<file path="src/rtl/pp_pkg.sv">
package pp_pkg;

  typedef enum logic [2:0] {
    PK_CY8  = 3'd0,
    PK_YC8  = 3'd1,
    PK_CY16 = 3'd2,
    PK_YC16 = 3'd3,
    PK_MB8  = 3'd4,
    PK_MB16 = 3'd5
  } pk_mode_e;

  function automatic logic mode_is_mb(pk_mode_e m);
    return (m == PK_MB8) || (m == PK_MB16);
  endfunction

  function automatic logic mode_is_wide(pk_mode_e m);
    return (m == PK_CY16) || (m == PK_YC16) || (m == PK_MB16);
  endfunction

endpackage

</file>
<file path="src/rtl/pp_lane.sv">
module pp_lane
  import pp_pkg::*;
#(
  parameter int SMP_W = 16
) (
  input  pk_mode_e                  mode,
  input  logic [SMP_W-1:0]          y,
  input  logic [SMP_W-1:0]          c,
  input  logic                      xpar,
  input  logic                      lpar,
  output logic [2*SMP_W-1:0]        chunk,
  output logic [$clog2(SMP_W/4):0]  nbytes,
  output logic                      ckeep,
  output logic [SMP_W-1:0]          csmp
);
  localparam int H    = SMP_W / 2;
  localparam int NB_W = $clog2(SMP_W/4) + 1;

  // Per-pixel contribution to the main word stream (low bits = earlier bytes)
  always_comb begin
    case (mode)
      PK_YC8: begin
        chunk  = {{SMP_W{1'b0}}, c[H-1:0], y[H-1:0]};
        nbytes = NB_W'(2);
      end
      PK_CY16: begin
        chunk  = {y, c};
        nbytes = NB_W'(4);
      end
      PK_YC16: begin
        chunk  = {c, y};
        nbytes = NB_W'(4);
      end
      PK_MB8: begin
        chunk  = {{(SMP_W+H){1'b0}}, y[H-1:0]};
        nbytes = NB_W'(1);
      end
      PK_MB16: begin
        chunk  = {{SMP_W{1'b0}}, y};
        nbytes = NB_W'(2);
      end
      default: begin
        chunk  = {{SMP_W{1'b0}}, y[H-1:0], c[H-1:0]};
        nbytes = NB_W'(2);
      end
    endcase
  end

  // 4:2:0 chroma: keep samples whose pixel parity matches the line parity
  always_comb begin
    ckeep = mode_is_mb(mode) && (xpar == lpar);
    csmp  = mode_is_wide(mode) ? c : {{H{1'b0}}, c[H-1:0]};
  end

endmodule

</file>
<file path="src/rtl/pp_desc.sv">
module pp_desc
  import pp_pkg::*;
#(
  parameter int ADDR_W = 32
) (
  input  logic              clk,
  input  logic              rst_n,
  input  logic              q_wr,
  input  pk_mode_e          q_mode,
  input  logic [ADDR_W-1:0] q_base,
  input  logic              post,
  input  logic              pix_valid,
  input  logic              pix_sof,
  input  logic              busy,
  input  logic              fin,
  input  logic              irq_clr,
  output logic              start,
  output pk_mode_e          act_mode,
  output logic [ADDR_W-1:0] act_base,
  output logic              irq
);
  pk_mode_e          mode_q;
  logic [ADDR_W-1:0] base_q;
  logic              armed_q, armed_n;
  logic              irq_q, irq_n;

  always_comb begin
    start   = armed_q && !busy && pix_valid && pix_sof;
    armed_n = armed_q;
    if (start) armed_n = 1'b0;
    if (post)  armed_n = 1'b1;
    if (q_wr)  armed_n = 1'b0;
    irq_n    = fin | (irq_q & ~irq_clr);
    act_mode = mode_q;
    act_base = base_q;
    irq      = irq_q;
  end

  always_ff @(posedge clk or negedge rst_n) begin
    if (!rst_n) begin
      mode_q  <= PK_CY8;
      base_q  <= '0;
      armed_q <= 1'b0;
      irq_q   <= 1'b0;
    end else begin
      if (q_wr) begin
        mode_q <= q_mode;
        base_q <= q_base;
      end
      armed_q <= armed_n;
      irq_q   <= irq_n;
    end
  end

endmodule

</file>
<file path="src/rtl/pp_pack.sv">
module pp_pack
  import pp_pkg::*;
#(
  parameter int ADDR_W = 32,
  parameter int WORD_W = 64,
  parameter int SMP_W  = 16,
  parameter int GRP    = 16
) (
  input  logic              clk,
  input  logic              rst_n,
  input  logic              start,
  input  pk_mode_e          st_mode,
  input  logic [ADDR_W-1:0] st_base,
  input  logic              pix_valid,
  input  logic              pix_eol,
  input  logic              pix_eof,
  input  logic [SMP_W-1:0]  pix_y,
  input  logic [SMP_W-1:0]  pix_c,
  output logic              wr_valid,
  output logic [WORD_W-1:0] wr_data,
  output logic [ADDR_W-1:0] wr_addr,
  output logic              busy,
  output logic              fin
);
  localparam int WORD_B = WORD_W / 8;
  localparam int PTR_W  = $clog2(WORD_B);
  localparam int CH_W   = 2 * SMP_W;
  localparam int NB_W   = $clog2(SMP_W/4) + 1;
  localparam int CACC_W = (GRP / 2) * SMP_W;
  localparam int CSH_W  = $clog2(CACC_W);
  localparam int CI_W   = $clog2(GRP / 2);
  localparam int GI_W   = $clog2(GRP);
  localparam int DW_N   = CACC_W / WORD_W;
  localparam int DC_W   = $clog2(DW_N + 1);

  // registers
  logic              act_q, act_n;
  pk_mode_e          mode_q;
  logic              xpar_q, xpar_n, lpar_q, lpar_n;
  logic [GI_W-1:0]   grp_q, grp_n;
  logic [WORD_W-1:0] acc_q, acc_n;
  logic [PTR_W-1:0]  ptr_q, ptr_n;
  logic [CACC_W-1:0] cacc_q, cacc_n;
  logic [CI_W-1:0]   cidx_q, cidx_n;
  logic [CACC_W-1:0] drn_q, drn_n;
  logic [DC_W-1:0]   dcnt_q, dcnt_n;
  logic              dlast_q, dlast_n;
  logic [ADDR_W-1:0] addr_q, addr_n;
  logic              ov_q, ov_n;
  logic [WORD_W-1:0] od_q, od_n;
  logic [ADDR_W-1:0] oa_q, oa_n;

  // effective current state (start re-initialises the frame context)
  pk_mode_e          eff_mode;
  logic              xpar_c, lpar_c;
  logic [GI_W-1:0]   grp_c;
  logic [WORD_W-1:0] acc_c;
  logic [PTR_W-1:0]  ptr_c;
  logic [CACC_W-1:0] cacc_c;
  logic [CI_W-1:0]   cidx_c;
  logic [ADDR_W-1:0] addr_c;

  logic [CH_W-1:0]   chunk;
  logic [NB_W-1:0]   nbytes;
  logic              ckeep;
  logic [SMP_W-1:0]  csmp;

  logic              mb, wide, take, emit_m, emit_d, gend, cadv;
  logic [PTR_W:0]    nptr;
  logic [WORD_W-1:0] acc_ins;
  logic [CACC_W-1:0] cacc_ins;
  logic [CSH_W-1:0]  csh;
  logic              en_act, en_pix, en_drn, en_addr, en_out;

  pp_lane #(.SMP_W(SMP_W)) u_lane (
    .mode   (eff_mode),
    .y      (pix_y),
    .c      (pix_c),
    .xpar   (xpar_c),
    .lpar   (lpar_c),
    .chunk  (chunk),
    .nbytes (nbytes),
    .ckeep  (ckeep),
    .csmp   (csmp)
  );

  always_comb begin
    eff_mode = start ? st_mode : mode_q;
    xpar_c   = start ? 1'b0 : xpar_q;
    lpar_c   = start ? 1'b0 : lpar_q;
    grp_c    = start ? '0   : grp_q;
    acc_c    = start ? '0   : acc_q;
    ptr_c    = start ? '0   : ptr_q;
    cacc_c   = start ? '0   : cacc_q;
    cidx_c   = start ? '0   : cidx_q;
    addr_c   = start ? st_base : addr_q;

    mb   = mode_is_mb(eff_mode);
    wide = mode_is_wide(eff_mode);
    take = (act_q || start) && pix_valid;

    // main word accumulation
    acc_ins = acc_c | ({{(WORD_W-CH_W){1'b0}}, chunk} << {ptr_c, 3'b000});
    nptr    = {1'b0, ptr_c} + (PTR_W+1)'(nbytes);
    emit_m  = take && ((nptr == (PTR_W+1)'(WORD_B)) || pix_eof);

    // 4:2:0 chroma accumulation
    csh      = wide ? CSH_W'(cidx_c) * CSH_W'(SMP_W) : CSH_W'(cidx_c) * CSH_W'(8);
    cadv     = take && mb && ckeep;
    cacc_ins = cadv ? (cacc_c | (CACC_W'(csmp) << csh)) : cacc_c;
    gend     = take && mb && (grp_c == GI_W'(GRP - 1));

    emit_d = !emit_m && (dcnt_q != '0);
    fin    = (emit_d && (dcnt_q == DC_W'(1)) && dlast_q) ||
             (emit_m && pix_eof && !gend);
    busy   = act_q || (dcnt_q != '0);

    // next state
    en_act = start || (take && pix_eof);
    act_n  = !(take && pix_eof);

    en_pix = take;
    if (pix_eol) begin
      xpar_n = 1'b0;
      lpar_n = ~lpar_c;
      grp_n  = '0;
    end else begin
      xpar_n = ~xpar_c;
      lpar_n = lpar_c;
      grp_n  = grp_c + GI_W'(1);
    end
    acc_n  = emit_m ? '0 : acc_ins;
    ptr_n  = emit_m ? '0 : nptr[PTR_W-1:0];
    cacc_n = gend ? '0 : cacc_ins;
    cidx_n = gend ? '0 : cidx_c + CI_W'(cadv);

    en_drn = gend || emit_d;
    if (gend) begin
      drn_n   = cacc_ins;
      dcnt_n  = wide ? DC_W'(DW_N) : DC_W'(1);
      dlast_n = pix_eof;
    end else begin
      drn_n   = drn_q >> WORD_W;
      dcnt_n  = dcnt_q - DC_W'(1);
      dlast_n = dlast_q;
    end

    en_out  = emit_m || emit_d;
    en_addr = start || en_out;
    addr_n  = addr_c + ADDR_W'(en_out);
    ov_n    = en_out;
    od_n    = emit_m ? acc_ins : drn_q[WORD_W-1:0];
    oa_n    = addr_c;

    wr_valid = ov_q;
    wr_data  = od_q;
    wr_addr  = oa_q;
  end

  always_ff @(posedge clk or negedge rst_n) begin
    if (!rst_n) begin
      act_q   <= 1'b0;
      mode_q  <= PK_CY8;
      xpar_q  <= 1'b0;
      lpar_q  <= 1'b0;
      grp_q   <= '0;
      acc_q   <= '0;
      ptr_q   <= '0;
      cacc_q  <= '0;
      cidx_q  <= '0;
      drn_q   <= '0;
      dcnt_q  <= '0;
      dlast_q <= 1'b0;
      addr_q  <= '0;
      ov_q    <= 1'b0;
      od_q    <= '0;
      oa_q    <= '0;
    end else begin
      if (en_act) act_q  <= act_n;
      if (start)  mode_q <= st_mode;
      if (en_pix) begin
        xpar_q <= xpar_n;
        lpar_q <= lpar_n;
        grp_q  <= grp_n;
        acc_q  <= acc_n;
        ptr_q  <= ptr_n;
        cacc_q <= cacc_n;
        cidx_q <= cidx_n;
      end
      if (en_drn) begin
        drn_q   <= drn_n;
        dcnt_q  <= dcnt_n;
        dlast_q <= dlast_n;
      end
      if (en_addr) addr_q <= addr_n;
      ov_q <= ov_n;
      if (en_out) begin
        od_q <= od_n;
        oa_q <= oa_n;
      end
    end
  end

endmodule

</file>
<file path="src/rtl/pix_pack_wr.sv">
module pix_pack_wr
  import pp_pkg::*;
#(
  parameter int ADDR_W = 32,
  parameter int WORD_W = 64,
  parameter int SMP_W  = 16,
  parameter int GRP    = 16
) (
  input  logic              clk,
  input  logic              rst_n,
  input  logic              dsc_queue,
  input  logic [2:0]        dsc_mode,
  input  logic [ADDR_W-1:0] dsc_base,
  input  logic              dsc_post,
  input  logic              irq_clr,
  input  logic              pix_valid,
  input  logic              pix_sof,
  input  logic              pix_eol,
  input  logic              pix_eof,
  input  logic [SMP_W-1:0]  pix_y,
  input  logic [SMP_W-1:0]  pix_c,
  output logic              wr_valid,
  output logic [WORD_W-1:0] wr_data,
  output logic [ADDR_W-1:0] wr_addr,
  output logic              irq
);
  // reset asserted asynchronously, released on the clock
  logic [1:0] rs_q;
  logic       rst_i_n;

  always_ff @(posedge clk or negedge rst_n) begin
    if (!rst_n) rs_q <= '0;
    else        rs_q <= {rs_q[0], 1'b1};
  end
  assign rst_i_n = rs_q[1];

  logic              start_w, busy_w, fin_w;
  pk_mode_e          act_mode_w;
  logic [ADDR_W-1:0] act_base_w;

  pp_desc #(.ADDR_W(ADDR_W)) u_desc (
    .clk       (clk),
    .rst_n     (rst_i_n),
    .q_wr      (dsc_queue),
    .q_mode    (pk_mode_e'(dsc_mode)),
    .q_base    (dsc_base),
    .post      (dsc_post),
    .pix_valid (pix_valid),
    .pix_sof   (pix_sof),
    .busy      (busy_w),
    .fin       (fin_w),
    .irq_clr   (irq_clr),
    .start     (start_w),
    .act_mode  (act_mode_w),
    .act_base  (act_base_w),
    .irq       (irq)
  );

  pp_pack #(
    .ADDR_W (ADDR_W),
    .WORD_W (WORD_W),
    .SMP_W  (SMP_W),
    .GRP    (GRP)
  ) u_pack (
    .clk       (clk),
    .rst_n     (rst_i_n),
    .start     (start_w),
    .st_mode   (act_mode_w),
    .st_base   (act_base_w),
    .pix_valid (pix_valid),
    .pix_eol   (pix_eol),
    .pix_eof   (pix_eof),
    .pix_y     (pix_y),
    .pix_c     (pix_c),
    .wr_valid  (wr_valid),
    .wr_data   (wr_data),
    .wr_addr   (wr_addr),
    .busy      (busy_w),
    .fin       (fin_w)
  );

endmodule

</file>
<file path="config.mk">
export PLATFORM = sky130hd
export DESIGN_NAME = pix_pack_wr
export DESIGN_NICKNAME = d
export VERILOG_FILES = /design/src/rtl/pp_pkg.sv /design/src/rtl/pp_lane.sv /design/src/rtl/pp_desc.sv /design/src/rtl/pp_pack.sv /design/src/rtl/pix_pack_wr.sv
export SDC_FILE = /design/constraint.sdc
export NUM_CORES = 1
export LEC_CHECK = 0
export BUFFER_PORTS_ARGS = -buffer_cell sky130_fd_sc_hd__buf_2
export CAP_MARGIN = 20
export CORE_ASPECT_RATIO = 1.4
export CORE_MARGIN = 2
export CORE_UTILIZATION = 61
export CTS_CLUSTER_DIAMETER = 120
export DETAILED_ROUTE_END_ITERATION = 7
export HOLD_SLACK_MARGIN = 0.05
export PLACE_DENSITY_LB_ADDON = 0.25
export SKIP_LAST_GASP = 1
export SLEW_MARGIN = 20
export SYNTH_ARGS = -nofsm -noshare
export SYNTH_HDL_FRONTEND = slang
export SYNTH_SLANG_ARGS = --single-unit
</file>
<file path="constraint.sdc">
create_clock -name clk -period 18.5 [get_ports clk]
set_clock_uncertainty 0.05 [all_clocks]
set_input_delay 0.925 -clock clk [delete_from_list [all_inputs] [get_ports clk]]
set_output_delay 0.925 -clock clk [all_outputs]
set_load 0.05 [all_outputs]
</file>
; Word level (Yosys, flattened, before mapping)
; Cells that the tools add are included.
[op_classes]
bitwise = 7
n_shift = 2
reduce_logical = 34
add_sub_neg = 5
n_mux = 28
n_eq_ne = 9
[ops]
columns = cell, count
row1 = 2-to-1 mux 128 bit, 4
row2 = 2-to-1 mux 64 bit, 3
row3 = one-hot mux 32 bit (5 select lines), 1
row4 = bitwise OR 128 bit, 1
row5 = << shifter 16 x 7 -> 128 bit, 1
row6 = bitwise OR 64 bit, 1
row7 = << shifter 32 x 6 -> 64 bit, 1
row8 = adder 32 x 1 -> 32 bit, 1
row9 = 2-to-1 mux 32 bit, 1
row10 = 2-to-1 mux 16 bit, 1
row11 = logical AND 1 bit, 15
row12 = 2-to-1 mux 3 bit, 5
row13 = logical OR 1 bit, 11
row14 = == test 4 bit (second input constant), 2
row15 = 2-to-1 mux 4 bit, 2
row16 = 2-to-1 mux 1 bit, 7
row17 = 2-to-1 mux 7 bit, 1
row18 = == test 3 x 2 -> 1 bit (second input constant), 2
row19 = == test 3 bit (second input constant), 2
row20 = one-hot mux 3 bit (2 select lines), 1
row21 = adder 3 x 3 -> 4 bit, 1
row22 = adder 4 x 1 -> 4 bit (second input constant), 1
row23 = zero test 1 bit, 4
row24 = 2-to-1 mux 2 bit, 2
row25 = 12 further kinds, 14
[totals]
word_cells = 106
inputBits = 76
output_inout_bits = 98
register_bits = 507

; Logic depth before layout (Yosys ltp)
; Gate-level depths: netlist of run 1.
[depth]
word_depth = 20
mapped_depth = 28
depth_no_buf = 21

; Modules after synthesis
; Synthesis of run 1 repeated with hierarchy kept, for this count alone.
[unflattened]
cells_unflattened = 2585
area_unflattened_um2 = 26078.8
[by_module_without_submodules]
columns = module, n_inst, area_per_inst_um2, cells_per_inst
row1 = pp_pack, 1, 23311.1, 2321
row2 = pp_desc, 1, 1540.2, 82
row3 = pp_lane, 1, 1173.6, 179
row4 = pix_pack_wr, 1, 53.8, 3

; Least setup slack after synthesis of run 1
; Ideal clock, no wire load.
[synth_path]
path_type = input-to-reg
start = input port pix_sof
end = register u_pack.addr_q[26]
setup_slack_ps = 12710
setup_time_ps = 137
arrival_time_ps = 5603
path_stages = 23
cell_sequence = and3_1 buf_4 nand2_2 buf_2 buf_4 buf_2 clkbuf_1 o21ai_0 nor2_1 fa_1 a2111oi_4 o22ai_1 buf_2 buf_2 inv_1 ha_1 inv_1 or4_4 o32ai_4 o2111ai_4 nor3_1 xnor2_1 a21oi_1
[synth_between]
elab_chain_len = 13
word_cells_on_any_way = 20
cone_classes = 2 x add/sub / 4 x eq/ne / 4 x mux / 10 x reduce/logical
[synth_lines]
columns = element, line_no
row1 = start: declaration, pix_pack_wr.sv:17  ; input logic pix_sof,
row2 = logical AND 1 bit (*), pp_desc.sv:28  ; start = armed_q && !busy && pix_valid && pix_sof;
row3 = 2-to-1 mux 3 bit, -
row4 = == test 3 x 2 -> 1 bit, pp_lane.sv:21  ; case (mode)
row5 = OR reduction 2 bit (no source line), -
row6 = one-hot mux 3 bit (2 select lines), pp_lane.sv:21
row7 = adder 3 x 3 -> 4 bit, pp_pack.sv:104  ; nptr = {1'b0, ptr_c} + (PTR_W+1)'(nbytes);
row8 = == test 4 bit, pp_pack.sv:105  ; emit_m = take && ((nptr == (PTR_W+1)'(WORD_B)) || pix_eof);
row9 = logical OR 1 bit, pp_pack.sv:105
row10 = logical AND 1 bit, pp_pack.sv:105
row11 = zero test 1 bit, pp_pack.sv:113  ; emit_d = !emit_m && (dcnt_q != '0);
row12 = logical AND 1 bit, pp_pack.sv:113
row13 = logical OR 1 bit, pp_pack.sv:148  ; en_out = emit_m || emit_d;
row14 = adder 32 x 1 -> 32 bit or logical OR 1 bit (tied branches), "pp_pack.sv:150, pp_pack.sv:149"
row15 = end signal: assignment, pp_pack.sv:195  ; if (en_addr) addr_q <= addr_n;
row16 = end: declaration, pp_pack.sv:48  ; logic [ADDR_W-1:0] addr_q, addr_n;
; Mark *: on every way between the ends. The rest lies on a longest branch, timed or not.
; A chain may end at the register's enable or synchronous reset.

; Worst setup path after layout of run 1
[layout_path]
start = register u_pack.dcnt_q[0]
end = register u_pack.addr_q[27]
[layout_between]
elab_chain_len = 18
word_cells_on_any_way = 25
cone_classes = 2 x add/sub / 4 x eq/ne / 4 x mux / 15 x reduce/logical
[layout_lines]
columns = element, line_no
row1 = start: declaration, pp_pack.sv:46  ; logic [DC_W-1:0] dcnt_q, dcnt_n;
row2 = start signal: assignment, pp_pack.sv:192  ; dcnt_q <= dcnt_n;
row3 = nonzero test 2 bit (*), pp_pack.sv:116  ; busy = act_q || (dcnt_q != '0);
row4 = logical OR 1 bit (*), pp_pack.sv:116
row5 = zero test 1 bit (*), pp_desc.sv:28
row6 = logical AND 1 bit (*) (3 in a row), pp_desc.sv:28
row7 = 2-to-1 mux 3 bit (*), -
row8 = named net u_pack.eff_mode[0], pp_pack.sv:54  ; pk_mode_e eff_mode;
row9 = == test 3 x 2 -> 1 bit, pp_lane.sv:21
row10 = OR reduction 2 bit (no source line), -
row11 = one-hot mux 3 bit (2 select lines) (*), pp_lane.sv:21
row12 = adder 3 x 3 -> 4 bit (*), pp_pack.sv:104
row13 = == test 4 bit (*), pp_pack.sv:105
row14 = logical OR 1 bit (*), pp_pack.sv:105
row15 = logical AND 1 bit (*), pp_pack.sv:105
row16 = zero test 1 bit, pp_pack.sv:113
row17 = logical AND 1 bit, pp_pack.sv:113
row18 = logical OR 1 bit (*), pp_pack.sv:148
row19 = adder 32 x 1 -> 32 bit or logical OR 1 bit (tied branches), "pp_pack.sv:150, pp_pack.sv:149"
; The timed path passes the listed nets; every way through them passes the cells marked *.

==> results of run 1 <==
path summary, 6_finish.rpt:
| check | to | start | cells past startpoint | slack, ns |
|---|---|---|---|---|
| setup / recovery | u_pack.addr_q[27]$_DFFE_PN0P_ | u_pack.dcnt_q[0]$_DFFE_PN0P_ | 21 | 11.18 |
| hold / removal | rs_q[1]$_DFF_PN0_ | rst_n | 1 | 0.06 |
| setup reg to reg | u_pack.addr_q[27]$_DFFE_PN0P_ | u_pack.dcnt_q[0]$_DFFE_PN0P_ | 21 | 11.18 |
| hold reg to reg | u_pack.drn_q[65]$_DFFE_PN0P_ | rs_q[1]$_DFF_PN0_ | 0 | 0.24 |
| max in group asynchronous | u_pack.cacc_q[15]$_DFFE_PN0P_ | rs_q[1]$_DFF_PN0_ | 4 | 15.36 |
| min in group clk | rs_q[1]$_DFF_PN0_ | rs_q[0]$_DFF_PN0_ | 0 | 0.31 |
cell families (layout without fill, tap and decap cells):
kind of cell               Yosys count  in the layout  synth area share
AOI/OAI and AO/OA                  789            789             0.215
DFF                                507            507             0.498
buffers and inverters              240            315            0.0387
other                                1              2          0.000147
muxes                              161            161            0.0664
xor gates and xnor gates            58             58            0.0200
adders and majority gates           10             10           0.00521
and+or+nand+nor                    869            869             0.156
registers in the layout, summed over array words and instances, names as in the netlist:
| register | flops |
|---|---|
| u_desc.irq | 1 |
| u_desc.act_mode | 3 |
| u_pack.ptr_q | 3 |
| u_pack.lpar_q | 1 |
| u_pack.acc_q | 64 |
| u_pack.wr_addr | 32 |
| u_pack.grp_q | 4 |
| u_pack.xpar_q | 1 |
| u_pack.wr_valid | 1 |
| u_pack.act_q | 1 |
| u_pack.cacc_q | 128 |
| u_pack.drn_q | 128 |
| u_desc.armed_q | 1 |
| u_pack.wr_data | 64 |
| u_desc.act_base | 32 |
| u_pack.addr_q | 32 |
| u_pack.cidx_q | 3 |
| rs_q | 2 |
| u_pack.mode_q | 3 |
| u_pack.dlast_q | 1 |
| u_pack.dcnt_q | 2 |
layout by cell type (no fill, tap or decap), types with 61 or more instances in the layout:
cell	count
nor2_1	190
nand3_1	91
dfrtp_1	506
a22oi_1	72
a22o_1	61
buf_2	173
o21ai_0	167
a31oi_1	87
nand2_1	384
mux2i_1	107
a21oi_1	132
worst register-to-register path: stages (launching register included):
cell and delay, ns:
dfrtp_1 0.41, inv_1 0.12, ha_4 0.62, nand3_4 0.30, nor2_8 0.54, mux2i_4 0.57, inv_4 0.17, a21oi_1 0.27
nor2_1 0.13, fa_1 0.40, xor2_1 0.21, a2111oi_4 0.58, o22ai_2 0.50, inv_1 0.16, ha_1 0.21, nand4_1 0.17
or2_2 0.38, nor4b_1 0.44, o211ai_1 0.36, nor2_1 0.28, a211oi_1 0.11, a211oi_1 0.23
power groups by stage:
stage	sequential [uW]	combinational [uW]	clock (uW)
2_1_floorplan	1650	924	0
3_3_place_gp	1480	1580	0
3_5_place_dp	1480	1600	0
4_1_cts	1470	1610	1050
5_1_grt	1490	1740	1100
6_report	1480	1650	1040
through the flow:
step           area, sq um  setup WS, ns  hold slack, ns  instances
3_5_place_dp         26400         10.77           0.248       3161
4_1_cts              28100         10.74          0.0513       3247
5_1_grt              28200         10.71          0.0531       3250
3_3_place_gp         26400         10.99           0.246       3161
6_report             28200         11.18          0.0625       3251
2_1_floorplan        25500          3.27           0.281       2635
layout make-up:
class	instances	area, sq um	area share
Multi-Input combinational cell	1888	11900	0.421
Inverter	20	77.6	0.00275
Clock inverter	14	233	0.00826
Antenna cell	1	2.50	0.0000888
Tap cell	540	676	0.0240
Timing Repair Buffer	209	1210	0.0430
Clock buffer	72	1430	0.0508
Sequential cell	507	12700	0.450
per-layer routing:
layer	vias up	part of all wire
li1	9691	-
met3	320	0.081
met5	-	0
met4	0	0.074
met2	1199	0.47
met1	11000	0.37
==> run_results.csv, run 1 <==
group,metric,value,unit
sta,period_minus_slack,7.32,ns
critical_path,start_kind,"register",
detailed_routing,drt_iter0_markers,2269,
pwr,power_density,148,nW/um^2
clocking,cts_resized,0,
hold_path,hp-class,"input port to async pin",
global_routing,grt_usage,0.387,
finish,num-nets-final,2761,
pwr,intPower,2360,uW
sta,rsz0062_at_grt,"false",
detailed_routing,vias,22200,
place,gp_congestion,1.01,
yosys,synth_common_cells,"dfrtp_1 (507), nand2_1 (386), nor2_1 (193), o21ai_0 (167), clkbuf_1 (139)",
global_routing,grtUsageMet2,0.617,
sta,period_share,0.396,
die,die_w,177,microns
pwr,p_seq_frac,0.354,
sta,finalSetupTns,0,ns
yosys,synth.area.top_cells,"dfrtp_1 (50%), nand2_1 (5.7%), mux2i_1 (4.2%)",
global_routing,grt_max_degree,188,
critical_path,crit_family,"simple AND/OR/NAND/NOR gates",
die,die_height,246,microns
detailed_routing,viasPerCell,6.84,
global_routing,grt_pass1_wl,128000,microns
pwr,switching_share,0.434,
critical_path,critPathSlowestCell,"ha_4",
yosys,synth_seq_cells,507,
clocking,htree_levels,2,
finish,syn2layout_area_growth,10.7,%
detailed_routing,post_drt_wl_per_cell,25.9,microns
global_routing,antenna_found_initial,1,
sta,tightest_slew,1.21,ns
clocking,cts_num_sinks,507,
sta,clock.fmax,137,MHz
finish,nFillCells,3179,
die,io_pins,174,
clocking,cts_buffers,49,
finish,drive_above_1_share,0.154,
die,die_area,43400,sq um
pwr,power_frac_comb,0.396,
yosys,yosysUniqueCellTypes,86,
finish,postLayoutCoreUtil,0.685,
yosys,avgSynthCellArea,9.66,sq um
critical_path,cp.arrival,7.75,ns
place,numPortBuffers,173,
sta,finalHoldViolations,0,
critical_path,crit_path_end_kind,"register",
yosys,yosysSeqAreaShare,0.498,
pwr,p_leak,0.0124,uW
global_routing,first_global_vias,21400,
yosys,synth_top_area_share,0.498,
detailed_routing,ant_nets,0,
sta,max_slew_margin,0.185,
die,core-area,41200,sq um
global_routing,grtUsageMet3,0.0699,
die,initial_core_util,0.618,
pwr,clkPwrFrac,0.250,
global_routing,globalRouteMet1Util,0.487,
yosys,yosys.area.top_type,"dfrtp_1",
detailed_routing,routed_wl,84200,microns
critical_path,path_cells,"inv_1, ha_4, nand3_4, nor2_8, mux2i_4, inv_4, a21oi_1, nor2_1, fa_1, xor2_1, a2111oi_4, o22ai_2, inv_1, ha_1, nand4_1, or2_2, nor4b_1, o211ai_1, nor2_1, a211oi_1, a211oi_1",
clocking,path_clk_slew,0.07,ns
critical_path,path_buf_inv,3,
place,detailed_place_hpwl,56600,microns
yosys,synth_most_common_cell,"dfrtp_1",
yosys,synth_fp_nets,2721,
critical_path,max_stage_delay,0.62,ns
clocking,post-cts-setup-buffers,0,
pwr,peakVddDrop,0.147,mV
sta,drv_slew,0,
die,num_rows,88,
critical_path,path_max_fanout,47,
pwr,total_power,4170,uW
yosys,async_flop_share,1.00,
global_routing,grt_overflow,0,
clocking,cts_tree,"built",
run_status,status,"finished clean",
yosys,synthesis.area,25500,sq um
global_routing,grt-busiest-layer,"met2",
yosys,netlist_instances,2635,
clocking,clkLatencyLatePin,0.58,ns
detailed_routing,drcViolationCount,0,
critical_path,worstSetupPathType,"register to register",
yosys,synth_edf_count,0,
critical_path,required,18.93,ns
pwr,netSwitchingPower,1810,uW
yosys,synth_flop_cell,"dfrtp_1",
detailed_routing,dr.pass1.iters,6,
clocking,clock_path_buffers,3,
clocking,root_buffer,"clkbuf_16",
yosys,ys_warn_count,0,
clocking,holdBufCountCts,0,
sta,setup_viol,0,
job,maxCapViolCount,0,
Note: power is estimated with default switching activity, not from simulation.
==> run 2, diff against run 1 <==
--- a/config.mk
+++ b/config.mk
@@ -5,11 +5,12 @@
 export SDC_FILE = /design/constraint.sdc
 export NUM_CORES = 1
 export LEC_CHECK = 0
+export ABC_AREA = 1
 export BUFFER_PORTS_ARGS = -buffer_cell sky130_fd_sc_hd__buf_2
 export CAP_MARGIN = 20
 export CORE_ASPECT_RATIO = 1.4
 export CORE_MARGIN = 2
-export CORE_UTILIZATION = 61
+export CORE_UTILIZATION = 55
 export CTS_CLUSTER_DIAMETER = 120
 export DETAILED_ROUTE_END_ITERATION = 7
 export HOLD_SLACK_MARGIN = 0.05
==> constraint.sdc (replaced) <==
create_clock -name clk -period 6.5 [get_ports clk]
set_clock_uncertainty 0.05 [all_clocks]
set_input_delay 0.325 -clock clk [delete_from_list [all_inputs] [get_ports clk]]
set_output_delay 0.325 -clock clk [all_outputs]
set_load 0.05 [all_outputs]
==> run 2 against run 1 <==
Against the previous run:
- clock power increased to 2.8 times the previous value
- core utilization shrank 5.5 points
- final area is 0.81% higher
- cell count up 23%
- total power grew to 2.9 times the previous value
- sequential power increased to 2.7 times the previous value
- register-to-register slack worse by 9.9 ns
- setup slack got worse by 9.9 ns
- largest power group unchanged
==> run_results.csv, run 2 <==
group,metric,value,unit
sta,finalSetupTns,0,ns
clocking,clock_path_buffers,3,
global_routing,grt_pass1_wl,125000,microns
die,die_height,257,microns
yosys,async_flop_share,1.00,
finish,syn2layout_area_growth,13.1,%
global_routing,first_global_vias,21800,
finish,final_cells,4001,
detailed_routing,viasPerCell,5.74,
place,numPortBuffers,173,
finish,num-nets-final,3441,
finish,multi_input_area,10900,sq um
detailed_routing,drt_iter0_markers,2244,
global_routing,grt_overflow,0,
sta,clock.fmax,192,MHz
clocking,holdBufCountCts,40,
yosys,synth_edf_count,0,
finish,drive_above_1_share,0.108,
sta,max_slew_margin,0.296,
yosys,yosys.area.top_type,"dfrtp_1",
sta,drv_slew,0,
clocking,root_buffer,"clkbuf_16",
hold_path,min_from,"pix_eof",
critical_path,reg2reg_setup_slack,1.29,ns
clocking,cts_buffers,49,
clocking,cts_resized,0,
critical_path,crit_family,"simple AND/OR/NAND/NOR gates",
clocking,clkLatencyLatePin,0.62,ns
clocking,cts_num_sinks,507,
yosys,synth_fp_nets,3335,
die,die_area,47400,sq um
run_status,status,"finished clean",
place,gp_congestion,0.949,
yosys,synth_most_common_cell,"nand2_1",
die,core-area,45100,sq um
finish,final_cell_mix,"nand2_1 (1,207), dfrtp_1 (506), nand3_1 (270)",
critical_path,path_buf_inv,4,
die,io_pins,174,
die,initial_core_util,0.557,
critical_path,path_max_fanout,88,
critical_path,required,7.00,ns
hold_path,hold_depth,3,
global_routing,grt_max_degree,188,
detailed_routing,vias,22900,
sta,period_minus_slack,5.21,ns
yosys,synth_top_area_share,0.505,
sta,period_share,0.802,
clocking,cts_tree,"built",
critical_path,r2r-end,"u_pack.addr_q[19]$_DFFE_PN0P_",
die,num_rows,92,
detailed_routing,drcViolationCount,0,
detailed_routing,routed_wl,80900,microns
critical_path,reg2reg_from,"u_pack.dcnt_q[0]$_DFFE_PN0P_",
clocking,path_clk_slew,0.07,ns
finish,layout_commonest_cell,"nand2_1",
finish,nFillCells,4005,
detailed_routing,ant_nets,0,
critical_path,path_common_cell,"nand2_1",
detailed_routing,dr.pass1.iters,6,
yosys,ys_warn_count,0,
yosys,synthesis.area,25100,sq um
pwr,peakVddDrop,0.264,mV
sta,whs,0.0714,ns
global_routing,grt_usage,0.342,
detailed_routing,post_drt_wl_per_cell,20.2,microns
critical_path,path_depth,27,
yosys,yosysUniqueCellTypes,51,
clocking,post-cts-setup-buffers,0,
finish,top_regs,"u_pack.cacc_q: 128 flops, u_pack.drn_q: 128 flops",
yosys,synth_flop_cell,"dfrtp_1",
pwr,power_density,422,nW/um^2
die,die_w,185,microns
clocking,htree_levels,2,
global_routing,antenna_found_initial,1,
finish,regArea,12700,sq um
critical_path,cp.arrival,5.71,ns
sta,finalHoldViolations,0,
pwr,p_leak,0.0145,uW
yosys,yosysSeqAreaShare,0.505,
critical_path,reg2regPathDepth,27,
critical_path,start_kind,"register",
sta,tightest_slew,1.05,ns
pwr,total_power,12000,uW
critical_path,crit_path_end_kind,"register",
yosys,synth.area.top_cells,"dfrtp_1 (50%), nand2_1 (18%), nand3_1 (5.4%)",
place,dp.cells,3873,
job,maxCapViolCount,0,
place,detailed_place_hpwl,53300,microns
critical_path,critPathSlowestCell,"fa_1",
sta,rsz0062_at_grt,"false",
critical_path,max_stage_delay,0.45,ns
yosys,netlist_instances,3249,
yosys,synth_seq_cells,507,
sta,setup_viol,0,
critical_path,worstSetupPathType,"register to register",
finish,postLayoutCoreUtil,0.630,
yosys,avgSynthCellArea,7.73,sq um
yosys,synth_common_cells,"nand2_1 (1,207), dfrtp_1 (507), nand3_1 (270), nor2_1 (240), inv_1 (206)",
hold_path,hp-class,"input port to register",
hold_path,whs_endpoint,"u_pack.dlast_q$_DFFE_PN0P_",
==> run 2: routing by layer <==
layer | global-route usage | vias to the layer above | part of all wire
met1 | 0.446 | 11100 | 0.39
met3 | 0.0548 | 214 | 0.074
li1 | - | 10600 | -
met4 | 0.198 | 0 | 0.064
met2 | 0.540 | 1005 | 0.47
met5 | 0 | - | 0
==> run 2: report_power, final <==
part | leakage (uW) | switching, uW | total [uW] | internal (uW)
logic | 0.00683 | 3900 | 5120 | 1220
clock network | 0.000795 | 1260 | 2900 | 1640
registers | 0.00682 | 269 | 3970 | 3700
total | 0.0145 | 5430 | 12000 | 6560
==> run 2: cell type report <==
| class | instances | area share |
|---|---|---|
| flip-flops and latches | 507 | 0.447 |
| clock inverters | 10 | 0.00480 |
| repair buffers | 251 | 0.0584 |
| diodes | 1 | 0.0000881 |
| inverters | 221 | 0.0294 |
| well taps | 611 | 0.0269 |
| clock buffers | 75 | 0.0519 |
| multi-input cells | 2325 | 0.382 |
==> run 2: worst min-delay path: stages <==
cell and delay [ns]:
buf_2 0.08, inv_1 0.11, o21ai_0 0.18
==> run 2: worst max path at each step <==
stage / slack, ns / to / from
global placement: 1.33 / u_pack.drn_q[16]$_DFFE_PN0P_ / u_pack.dcnt_q[0]$_DFFE_PN0P_
floorplan: 1.51 / u_desc.act_base[0]$_DFFE_PN0P_ / rs_q[1]$_DFF_PN0_
global route: 0.83 / u_pack.addr_q[19]$_DFFE_PN0P_ / u_pack.dcnt_q[0]$_DFFE_PN0P_
detailed placement: 1.13 / u_pack.drn_q[15]$_DFFE_PN0P_ / u_pack.dcnt_q[0]$_DFFE_PN0P_
finish: 1.29 / u_pack.addr_q[19]$_DFFE_PN0P_ / u_pack.dcnt_q[0]$_DFFE_PN0P_
CTS: 1.10 / u_pack.drn_q[1]$_DFFE_PN0P_ / u_pack.dcnt_q[0]$_DFFE_PN0P_
==> run 2: cell families (layout without fill, tap and decap cells) <==
family,after synthesis,in the layout,share of synthesized area
compound gates,412,412,0.0994
fa+ha+maj,10,10,0.00528
other cells,1,2,0.000149
xor+xnor,21,21,0.00732
buf+inv,417,557,0.0663
mux,26,26,0.0113
flops,507,507,0.505
simple gates,1855,1855,0.305
==> run 2: stage by stage <==
stage / worst slack [ns] / cell area, sq um
6_report: 1.29 / 28400
5_1_grt: 0.825 / 28400
4_1_cts: 1.10 / 28400
3_5_place_dp: 1.13 / 26400
3_3_place_gp: 1.33 / 26400
2_1_floorplan: 1.51 / 25100
